`src/rtl/i2cmon_pkg.sv`:
```
package i2cmon_pkg;
  localparam int unsigned REG_W   = 8;
  localparam int unsigned SEL_W   = 2;
  localparam int unsigned N_LINES = 2;
  localparam int unsigned LINE_SCL = 0;
  localparam int unsigned LINE_SDA = 1;

  typedef struct packed {
    logic start;
    logic stop;
    logic scl_rise;
    logic sda;
  } bus_evt_t;
endpackage

```
`src/rtl/i2cmon_line_filter.sv`:
```
module i2cmon_line_filter #(
  parameter int unsigned SEL_W  = 2,
  parameter int unsigned STAGES = 2
) (
  input  logic             clk,
  input  logic             rst_n,
  input  logic [SEL_W-1:0] sel,
  input  logic             raw,
  output logic             filt
);
  localparam logic [SEL_W-1:0] ONE = {{(SEL_W-1){1'b0}}, 1'b1};

  logic [STAGES-1:0] sync_q;
  logic              s;
  logic              out_q, out_d;
  logic [SEL_W-1:0]  cnt_q, cnt_d;

  assign s = sync_q[STAGES-1];

  always_comb begin
    out_d = out_q;
    cnt_d = cnt_q;
    if (sel == '0) begin
      out_d = s;
      cnt_d = '0;
    end else if (s == out_q) begin
      cnt_d = '0;
    end else if (cnt_q == sel - ONE) begin
      out_d = s;
      cnt_d = '0;
    end else begin
      cnt_d = cnt_q + ONE;
    end
  end

  always_ff @(posedge clk or negedge rst_n) begin
    if (!rst_n) begin
      sync_q <= '1;
      out_q  <= 1'b1;
      cnt_q  <= '0;
    end else begin
      sync_q <= {sync_q[STAGES-2:0], raw};
      out_q  <= out_d;
      cnt_q  <= cnt_d;
    end
  end

  assign filt = (sel == '0) ? s : out_q;

  // a filtered change always takes the level the synchronizer held
  p_change_tracks_sync_r10: assert property (@(posedge clk) disable iff (!rst_n)
    (sel != '0 && $stable(sel) && !$stable(out_q)) |-> (out_q == $past(s)));
endmodule

```
`src/rtl/i2cmon_bus_cond.sv`:
```
module i2cmon_bus_cond
  import i2cmon_pkg::*;
(
  input  logic     clk,
  input  logic     rst_n,
  input  logic     scl,
  input  logic     sda,
  output bus_evt_t evt
);
  logic scl_p_q, sda_p_q;

  always_ff @(posedge clk or negedge rst_n) begin
    if (!rst_n) begin
      scl_p_q <= 1'b1;
      sda_p_q <= 1'b1;
    end else begin
      scl_p_q <= scl;
      sda_p_q <= sda;
    end
  end

  always_comb begin
    evt.start    = scl & scl_p_q & sda_p_q & ~sda;
    evt.stop     = scl & scl_p_q & ~sda_p_q & sda;
    evt.scl_rise = scl & ~scl_p_q;
    evt.sda      = sda;
  end

  // a start is only ever reported while SCL was high on the cycle before
  p_start_scl_high_r11: assert property (@(posedge clk) disable iff (!rst_n)
    evt.start |-> $past(scl));
endmodule

```
`src/rtl/i2cmon_byte_rx.sv`:
```
module i2cmon_byte_rx
  import i2cmon_pkg::*;
#(
  parameter int unsigned ADDR_W = 7
) (
  input  logic              clk,
  input  logic              rst_n,
  input  bus_evt_t          evt,
  input  logic [ADDR_W-1:0] own_addr,
  output logic              byte_done,
  output logic              gcall_hit,
  output logic              amatch_hit,
  output logic              ack_valid,
  output logic              ack_bit
);
  localparam int unsigned DATA_W = ADDR_W + 1;
  localparam int unsigned CNT_W  = $clog2(DATA_W + 1);
  localparam logic [CNT_W-1:0] LAST_BIT = CNT_W'(DATA_W - 1);
  localparam logic [CNT_W-1:0] ACK_SLOT = CNT_W'(DATA_W);

  logic              active_q, active_d;
  logic              addr_ph_q, addr_ph_d;
  logic [CNT_W-1:0]  cnt_q, cnt_d;
  logic [DATA_W-1:0] sh_q, sh_d;
  logic [DATA_W-1:0] full_byte;
  logic              edge_ok;
  logic              addr_done;

  assign edge_ok   = evt.scl_rise & active_q & ~evt.start & ~evt.stop;
  assign full_byte = {sh_q[DATA_W-2:0], evt.sda};
  assign byte_done = edge_ok & (cnt_q == LAST_BIT);
  assign addr_done = byte_done & addr_ph_q;
  assign gcall_hit = addr_done & (full_byte == '0);
  assign amatch_hit = addr_done & (full_byte[DATA_W-1:1] == own_addr);
  assign ack_valid = edge_ok & (cnt_q == ACK_SLOT);
  assign ack_bit   = evt.sda;

  always_comb begin
    active_d  = active_q;
    addr_ph_d = addr_ph_q;
    cnt_d     = cnt_q;
    sh_d      = sh_q;
    if (evt.start) begin
      active_d  = 1'b1;
      addr_ph_d = 1'b1;
      cnt_d     = '0;
    end else if (evt.stop) begin
      active_d  = 1'b0;
      addr_ph_d = 1'b0;
      cnt_d     = '0;
    end else if (edge_ok) begin
      if (cnt_q == ACK_SLOT) begin
        cnt_d     = '0;
        addr_ph_d = 1'b0;
      end else begin
        sh_d  = full_byte;
        cnt_d = cnt_q + 1'b1;
      end
    end
  end

  always_ff @(posedge clk or negedge rst_n) begin
    if (!rst_n) begin
      active_q  <= 1'b0;
      addr_ph_q <= 1'b0;
      cnt_q     <= '0;
      sh_q      <= '0;
    end else begin
      active_q  <= active_d;
      addr_ph_q <= addr_ph_d;
      cnt_q     <= cnt_d;
      sh_q      <= sh_d;
    end
  end

  // the bit counter never runs past the acknowledge slot
  p_count_bound_r4: assert property (@(posedge clk) disable iff (!rst_n)
    cnt_q <= ACK_SLOT);
  // the address phase ends once the acknowledge slot has been taken
  p_addr_phase_ends_r6: assert property (@(posedge clk) disable iff (!rst_n)
    (ack_valid && !evt.start) |=> !addr_ph_q);
endmodule

```
`src/rtl/i2c_bus_monitor.sv`:
```
module i2c_bus_monitor
  import i2cmon_pkg::*;
#(
  parameter int unsigned ADDR_W      = 7,
  parameter int unsigned SYNC_STAGES = 2
) (
  input  logic              clk,
  input  logic              rst_n,
  input  logic              scl_i,
  input  logic              sda_i,
  input  logic [ADDR_W-1:0] own_addr_i,
  input  logic              arb_lost_i,
  input  logic              reg_wr_i,
  input  logic [REG_W-1:0]  reg_wdata_i,
  output logic [REG_W-1:0]  reg_rdata_o,
  output logic              irq_o
);
  logic rst_meta_q, rst_sync_q, rst_n_int;

  always_ff @(posedge clk or negedge rst_n) begin
    if (!rst_n) begin
      rst_meta_q <= 1'b0;
      rst_sync_q <= 1'b0;
    end else begin
      rst_meta_q <= 1'b1;
      rst_sync_q <= rst_meta_q;
    end
  end
  assign rst_n_int = rst_sync_q;

  logic [SEL_W-1:0]   sel_q, sel_d;
  logic               ie_q, ie_d;
  logic               busy_q, busy_d;
  logic               done_q, done_d;
  logic               arb_q, arb_d;
  logic               am_q, am_d;
  logic               gc_q, gc_d;
  logic               lrb_q, lrb_d;

  logic [N_LINES-1:0] raw_lines, filt_lines;
  bus_evt_t           evt;
  logic               byte_done, gcall_hit, amatch_hit, ack_valid, ack_bit;

  assign raw_lines[LINE_SCL] = scl_i;
  assign raw_lines[LINE_SDA] = sda_i;

  for (genvar i = 0; i < N_LINES; i++) begin : g_line
    i2cmon_line_filter #(.SEL_W(SEL_W), .STAGES(SYNC_STAGES)) u_filt (
      .clk  (clk),
      .rst_n(rst_n_int),
      .sel  (sel_q),
      .raw  (raw_lines[i]),
      .filt (filt_lines[i])
    );
  end

  i2cmon_bus_cond u_cond (
    .clk  (clk),
    .rst_n(rst_n_int),
    .scl  (filt_lines[LINE_SCL]),
    .sda  (filt_lines[LINE_SDA]),
    .evt  (evt)
  );

  i2cmon_byte_rx #(.ADDR_W(ADDR_W)) u_rx (
    .clk       (clk),
    .rst_n     (rst_n_int),
    .evt       (evt),
    .own_addr  (own_addr_i),
    .byte_done (byte_done),
    .gcall_hit (gcall_hit),
    .amatch_hit(amatch_hit),
    .ack_valid (ack_valid),
    .ack_bit   (ack_bit)
  );

  always_comb begin
    sel_d  = sel_q;
    ie_d   = ie_q;
    busy_d = busy_q;
    done_d = done_q;
    arb_d  = arb_q;
    am_d   = am_q;
    gc_d   = gc_q;
    lrb_d  = lrb_q;
    if (reg_wr_i) begin
      sel_d  = reg_wdata_i[7:6];
      ie_d   = reg_wdata_i[4];
      done_d = 1'b0;
    end
    if (evt.start) busy_d = 1'b1;
    if (evt.stop)  busy_d = 1'b0;
    if (byte_done || evt.stop) done_d = 1'b1;
    if (evt.start) arb_d = 1'b0;
    if (arb_lost_i) arb_d = 1'b1;
    if (evt.start || evt.stop) begin
      am_d = 1'b0;
      gc_d = 1'b0;
    end
    if (amatch_hit) am_d = 1'b1;
    if (gcall_hit)  gc_d = 1'b1;
    if (ack_valid)  lrb_d = ack_bit;
  end

  always_ff @(posedge clk or negedge rst_n_int) begin
    if (!rst_n_int) begin
      sel_q  <= '0;
      ie_q   <= 1'b0;
      busy_q <= 1'b0;
      done_q <= 1'b0;
      arb_q  <= 1'b0;
      am_q   <= 1'b0;
      gc_q   <= 1'b0;
      lrb_q  <= 1'b0;
    end else begin
      sel_q  <= sel_d;
      ie_q   <= ie_d;
      busy_q <= busy_d;
      done_q <= done_d;
      arb_q  <= arb_d;
      am_q   <= am_d;
      gc_q   <= gc_d;
      lrb_q  <= lrb_d;
    end
  end

  assign reg_rdata_o = {sel_q, busy_q, done_q, arb_q, am_q, gc_q, lrb_q};
  assign irq_o       = done_q & ie_q;

  p_busy_on_start_r3: assert property (@(posedge clk) disable iff (!rst_n_int)
    evt.start |=> busy_q);
  p_busy_off_stop_r3: assert property (@(posedge clk) disable iff (!rst_n_int)
    evt.stop |=> !busy_q);
  p_gcall_clear_r5: assert property (@(posedge clk) disable iff (!rst_n_int)
    (evt.start || evt.stop) |=> !gc_q);
  p_amatch_clear_r6: assert property (@(posedge clk) disable iff (!rst_n_int)
    (evt.start || evt.stop) |=> !am_q);
  p_arb_hold_r7: assert property (@(posedge clk) disable iff (!rst_n_int)
    (arb_q && !evt.start) |=> arb_q);
  p_done_wr_clear_r8: assert property (@(posedge clk) disable iff (!rst_n_int)
    (reg_wr_i && !byte_done && !evt.stop) |=> !done_q);
  p_irq_cause_r9: assert property (@(posedge clk) disable iff (!rst_n_int)
    $rose(irq_o) |-> ($rose(done_q) || $rose(ie_q)));
  p_ro_bits_r2: assert property (@(posedge clk) disable iff (!rst_n_int)
    (reg_wr_i && !evt.start && !evt.stop && !byte_done && !ack_valid && !arb_lost_i
     && (reg_wdata_i[3:0] != reg_rdata_o[3:0] || reg_wdata_i[5] != busy_q))
    |=> ($stable(reg_rdata_o[3:0]) && $stable(busy_q)));
endmodule

```
`config.mk`:
```
export PLATFORM = sky130hd
export DESIGN_NAME = i2c_bus_monitor
export DESIGN_NICKNAME = d
export VERILOG_FILES = /design/src/rtl/i2cmon_pkg.sv /design/src/rtl/i2cmon_line_filter.sv /design/src/rtl/i2cmon_bus_cond.sv /design/src/rtl/i2cmon_byte_rx.sv /design/src/rtl/i2c_bus_monitor.sv
export SDC_FILE = /design/constraint.sdc
export NUM_CORES = 1
export LEC_CHECK = 0
export BUFFER_PORTS_ARGS = -buffer_cell sky130_fd_sc_hd__clkbuf_2
export CAP_MARGIN = 10
export CELL_PAD_IN_SITES_DETAIL_PLACEMENT = 1
export CELL_PAD_IN_SITES_GLOBAL_PLACEMENT = 1
export CORE_MARGIN = 3
export CORE_UTILIZATION = 31
export DETAILED_ROUTE_END_ITERATION = 8
export GPL_TIMING_DRIVEN = 0
export PLACE_DENSITY_LB_ADDON = 0.15
export SLEW_MARGIN = 20
export SYNTH_ARGS = -nofsm -noshare
export SYNTH_HDL_FRONTEND = slang
export SYNTH_SLANG_ARGS = --single-unit
export TNS_END_PERCENT = 10
```
`constraint.sdc`:
```
create_clock -name clk -period 1.19 [get_ports clk]
set_input_delay 0.2975 -clock clk [delete_from_list [all_inputs] [get_ports clk]]
set_output_delay 0.2975 -clock clk [all_outputs]
set_load 0.05 [all_outputs]
```
==> qor.yml, run 1 <==
synth_cell_type_count: 35
synthToLayoutAreaGrowth_pct: 33.4
grt_max_degree: 35
critPathSlowestCell: "dfrtp_2"
endpoint_kind: "flop"
period_needed_ps: 1610
die_area_um2: 6410
yosysWarnings: 0
cp_max_fo: 8
fin_crit_sh_pct: 135
synth_cells: 152
cp.required_ps: 1350
cts_buffers: 5
slew_viol_final: 0
violations: "negative setup slack"
clk_pin_slew_worst_paths_ps: 70
wl_um: 3660
min_from: "sda_i"
post-route-util_pct: 43.5
grt_setup_unrepaired: "true"
port_buffers: 24
regToRegSetupSlack_ps: -420
tritoncts: "done"
avgSynthCellArea_um2: 11.2
hold_ws_ps: 97.8
htreeDepth: 2
outcome: "complete, but fails checks"
ir_drop_uv: 801
crit_type: "reg -> reg"
tightest_slew_ps: 769
drt_iter0_drc: 15
cellPowerDensity_nw_per_um2: 2030
hold_viol_final: 0
slew_headroom_pct: 48.7
hpwl_um: 2660
coreArea_um2: 5200
firstDrtPassIters: 4
layout.nets: 218
ios: 30
hold_depth: 1
routed_via_density: 4.63
drive_gt1_share_pct: 44.1
gp_congestion: 0.747
start_util_pct: 32.6
ant_nets: 0
clkSinkCount: 36
num_vias: 1226
setup-violations-final: 35
grt_pass1_wl_um: 6290
fmax_ghz: 0.622
synth_edf_count: 0
grt_pass1_vias: 1301
cts-root-buf: "clkbuf_8"
grt_util_all_layers_pct: 12.9
crit_path_start_kind: "flop"
critPathArrivalTime_ps: 1770
drv_cap: 0
crit_chain: "inv_2 > ha_4 > mux2i_4 > inv_4 > nand3_4 > mux2_4"
setup_ws_ps: -418
postPlaceCellArea_um2: 1960
min_to: "g_line[1].u_filt.sync_q[0]"
cts_buffer_depth: 2
clkLatencyLatePin_ps: 290
fillers: 590
critPathMaxStageDelay_ps: 410
synth-seq-cells: 36
syn_area_um2: 1700
synth_seq_area_share_pct: 53.6
num_rows: 26
diodes: 0
grt-ovfl-total: 0
antenna_found_initial: 0
ys.flop_type: "dfrtp_1"
skew_ps: 11.2
die_h_um: 80.0
r2r_start: "sel_q[0]"
p_leak_nw: 1.03
total_power_mw: 4.60
syn_nets: 176
async_reset_ff_share_pct: 100
drc: 0
fin_area_um2: 2270
hold_class: "in -> reg"
timing.rr.end: "u_rx.sh_q[6]"
r2r_cells: 6
wl_per_cell_um: 13.8
die_width_um: 80.0
[critical path: cells and delay by family, from the launching register on]
family / cells / cell delay [ps]
muxes: 2 / 610
buffers and inverters: 2 / 140
DFF: 1 / 410
adders and majority gates: 1 / 190
and+or+nand+nor: 1 / 140
[synth_stat cells, types with 2 or more instances]
cell type / instances / share of area (%)
o211ai_1: 3 / 1.3
dfstp_2: 8 / 12
nand3_1: 3 / 0.88
a21oi_1: 6 / 1.8
mux2i_2: 2 / 1.6
xor2_1: 11 / 5.7
nand3b_1: 3 / 1.3
ha_1: 3 / 2.2
xnor2_1: 6 / 3.1
nand2_1: 13 / 2.9
nor4_1: 2 / 0.74
dfrtp_1: 28 / 41
mux2_2: 9 / 6.0
nand4_1: 2 / 0.74
buf_4: 6 / 2.7
nor2_1: 10 / 2.2
inv_1: 6 / 1.3
o21ai_0: 14 / 4.1
[per-stage QoR]
step	TNS, ps	worst slack, ps	cells
2_1_floorplan	-10650	-578	152
3_3_place_gp	-18590	-627	246
3_5_place_dp	-11250	-637	246
4_1_cts	-9120	-429	265
5_1_grt	-11700	-515	265
6_report	-8550	-418	265
[state kept, by name (all words and copies together), names as in the netlist, 2 cells and up]
register / count
u_rx.cnt_q: 4
g_line.u_filt.sync_q: 4
g_line.u_filt.cnt_q: 4
sel_q: 2
u_rx.sh_q: 7
g_line.u_filt.out_q: 2
[worst max-delay path by stage]
stage / startpoint / end / cells after the start
detailed placement: sel_q[0] / arb_q / 7
CTS: sel_q[0] / u_rx.sh_q[6] / 6
global route: sel_q[0] / u_rx.active_q / 8
global placement: sel_q[0] / arb_q / 7
floorplan: sel_q[0] / u_rx.sh_q[1] / 6
finish: sel_q[0] / u_rx.sh_q[6] / 6
[cell type report]
type                       count  area, um2  area share (%)
buffer                         7       48.8            2.15
clock buffer                   8        100            4.42
inverter                       8       32.5            1.44
multi-input combinational    101        805            35.5
sequential                    36        915            40.4
tap                           70       87.6            3.87
timing repair buffer          35        278            12.3
[cell families (layout without fill, tap and decap cells)]
kind of cell / count (synthesis) / count (layout) / synth area share (%)
multiplexers: 12 / 12 / 8.17
buffers and inverters: 15 / 58 / 4.79
adder cells (fa/ha/maj): 3 / 3 / 2.21
flip-flops: 36 / 36 / 53.6
XOR/XNOR: 17 / 17 / 8.76
AO/OA/AOI/OAI: 26 / 26 / 8.69
other: 1 / 1 / 0.221
AND/OR/NAND/NOR: 42 / 42 / 13.5
[power breakdown]
part	internal [mW]	switching (mW)	total, mW
Sequential	1.57	0.365	1.93
Clock	0.528	0.426	0.954
Combinational	0.852	0.867	1.72
Total	2.95	1.66	4.60
[per-layer routing]
metal	vias up	part of all wire, %	routed length, um	global-route usage, %
met2	9	53	1920	22.0
met5	-	0	0	0
li1	596	-	-	-
met4	0	1.6	59	4.05
met3	6	2.3	84	3.72
met1	615	44	1600	15.7
[placed cells by master (no fill, tap or decap), types with 2 or more instances in the layout]
| cell type | n |
|---|---|
| dfrtp_1 | 25 |
| buf_4 | 15 |
| clkbuf_2 | 15 |
| nand2_1 | 12 |
| xor2_1 | 11 |
| nor2_1 | 10 |
| o21ai_0 | 8 |
| clkbuf_8 | 8 |
| dfstp_2 | 8 |
| buf_6 | 7 |
| mux2_4 | 6 |
| o21ai_1 | 6 |
| xnor2_1 | 5 |
| inv_1 | 4 |
| a21oi_1 | 4 |
| mux2i_4 | 3 |
| inv_2 | 3 |
| nand3b_1 | 3 |
| o211ai_1 | 3 |
| nand3_1 | 3 |
| mux2_2 | 3 |
| dfrtp_2 | 3 |
| a21oi_2 | 2 |
| clkbuf_1 | 2 |
| nand4_1 | 2 |
| nor4_1 | 2 |
| ha_1 | 2 |
[timing repair]
| action | CTS | global route |
|---|---|---|
| pin swaps | 9 | 0 |
| setup buffers | 10 | 0 |
| resized for setup | 31 | 4 |
| endpoints found under the hold margin | 2 | 0 |
| hold buffers | 1 | 0 |
| setup endpoints to repair | 36 | 35 |
Note: power is estimated with default switching activity, not from simulation.
==> run 2, diff against run 1 <==
- CORE_UTILIZATION: 31 -> 43
==> run 2 against run 1 <==
Compared with the run above:
- the run still ends with negative setup slack left
- final cell count is 7.9% lower
- count of clock-buffer cells in the layout shrank 2
- sequential share of layout area shrank 0.31 points
- die area decreased by 26%
- hold slack worse by 6.3 ps
- maximum frequency down 2.2%
- non-clock buffer count up 1
- sequential power is 3% higher
- clock skew fell by 3.4 ps
- largest power group unchanged
==> qor.yml, run 2 (synthesis gave the netlist of run 1 again) <==
outcome: "complete, but fails checks"
violations: "negative setup slack"
clk_pin_slew_worst_paths_ps: 70
largest_register_ff_count: 7
cp.required_ps: 1360
final_common_cell: "dfrtp_1"
grt_setup_unrepaired: "true"
start_util_pct: 45.4
grt.busiest_layer: "met2"
tightest_slew_ps: 728
timing.rr.end: "u_rx.sh_q[1]"
met1_usage_pct: 21.6
ant_nets: 0
wl_per_cell_um: 16.2
die_h_um: 68.9
mostFrequentLayoutCells: "dfrtp_1, buf_4, clkbuf_2"
ir_drop_uv: 1140
grt_max_degree: 35
firstDrtPassIters: 4
slew_headroom_pct: 51.4
drive_gt1_share_pct: 47.4
die_area_um2: 4740
antenna_found_initial: 0
wl_um: 3950
gp_congestion: 0.764
cellPowerDensity_nw_per_um2: 2060
hpwl_um: 2640
min_to: "g_line[1].u_filt.sync_q[0]"
crit_type: "reg -> reg"
fin_crit_sh_pct: 138
min_from: "sda_i"
port_buffers: 24
hold_ws_ps: 91.5
use_met3_pct: 4.54
hold_viol_final: 0
r2r_start: "sel_q[1]"
total_power_mw: 4.70
crit_path_start_kind: "flop"
slew_viol_final: 0
critPathArrivalTime_ps: 1810
grt_pass1_wl_um: 6550
setup-violations-final: 36
endpoint_kind: "flop"
cts-root-buf: "clkbuf_8"
grt-ovfl-total: 0
grt_use_met2_pct: 35.4
fillers: 399
regToRegSetupSlack_ps: -450
drv_cap: 0
clkSinkCount: 36
fmax_ghz: 0.608
grt_util_all_layers_pct: 19.4
cts_buffers: 5
setup_ws_ps: -455
coreArea_um2: 3740
critPathMaxStageDelay_ps: 410
hold_depth: 1
hold_class: "in -> reg"
clkLatencyLatePin_ps: 290
drt_iter0_drc: 31
layout.nets: 219
crit_chain: "inv_2 > ha_4 > mux2i_4 > inv_4 > nand3_4 > mux2_4"
ios: 30
routed_via_density: 5.12
r2r_cells: 6
diodes: 0
die_width_um: 68.9
critPathSlowestCell: "dfrtp_2"
num_vias: 1249
tritoncts: "done"
regMostFlops: "u_rx.sh_q"
cts_buffer_depth: 2
htreeDepth: 2
skew_ps: 7.75
drc: 0
period_needed_ps: 1640
grt_pass1_vias: 1375
cp_max_fo: 8
post-route-util_pct: 61.0
num_rows: 22
p_leak_nw: 1.06
synthToLayoutAreaGrowth_pct: 34.4
[run 2: layer usage]
layer	vias up	wire [um]
li1	598	-
met1	637	1560
met2	9	2260
met3	5	82
met4	0	46
met5	-	0
[run 2: how the worst max path moves through the flow]
stage             start             to  slack [ps]  cells after the start
2_1_floorplan  sel_q[0]   u_rx.sh_q[1]        -580                      6
3_3_place_gp   sel_q[0]          arb_q        -610                      7
3_5_place_dp   sel_q[0]          arb_q        -620                      7
4_1_cts        sel_q[0]   u_rx.sh_q[1]        -450                      6
5_1_grt        sel_q[1]  u_rx.cnt_q[2]        -520                      7
6_report       sel_q[1]   u_rx.sh_q[1]        -450                      6
[run 2: worst max-delay path, delay by kind of cell (launching register included)]
kind	cells	cell delay, ps
mux	2	620
fa+ha+maj	1	200
flops	1	410
simple gates	1	140
buf+inv	2	160
[run 2: area by class of cell]
cell class | instances | area [um2] | share of cell area, %
clock buffers | 6 | 82.6 | 3.62
repair buffers | 37 | 304 | 13.3
well taps | 48 | 60.1 | 2.63
flip-flops and latches | 36 | 915 | 40.1
plain buffers | 6 | 45.0 | 1.97
multi-input cells | 101 | 832 | 36.4
inverters | 8 | 35.0 | 1.53
clock inverters | 2 | 10.0 | 0.438
[run 2: what timing repair did]
action | 4_1_cts | 5_1_grt
endpoints found under the hold margin | 2 | 0
pin swaps | 10 | 6
endpoints found under the setup margin | 36 | 36
resized for setup | 35 | 10
buffers inserted | 10 | 2
hold buffers | 1 | 0
[run 2: stage by stage]
step | worst slack [ps] | instance area (um2) | cells | TNS (ps)
after floorplan | -578 | 1750 | 152 | -10650
after global placement | -611 | 1930 | 224 | -17000
after detailed placement | -616 | 1940 | 224 | -11400
after CTS | -451 | 2230 | 243 | -9600
after global routing | -517 | 2280 | 244 | -11910
final | -455 | 2280 | 244 | -9570
[run 2: where the power goes]
group / total [mW] / internal [mW] / switching [mW]
Combinational: 1.84 / 0.924 / 0.917
Clock: 0.879 / 0.461 / 0.418
Sequential: 1.98 / 1.57 / 0.416
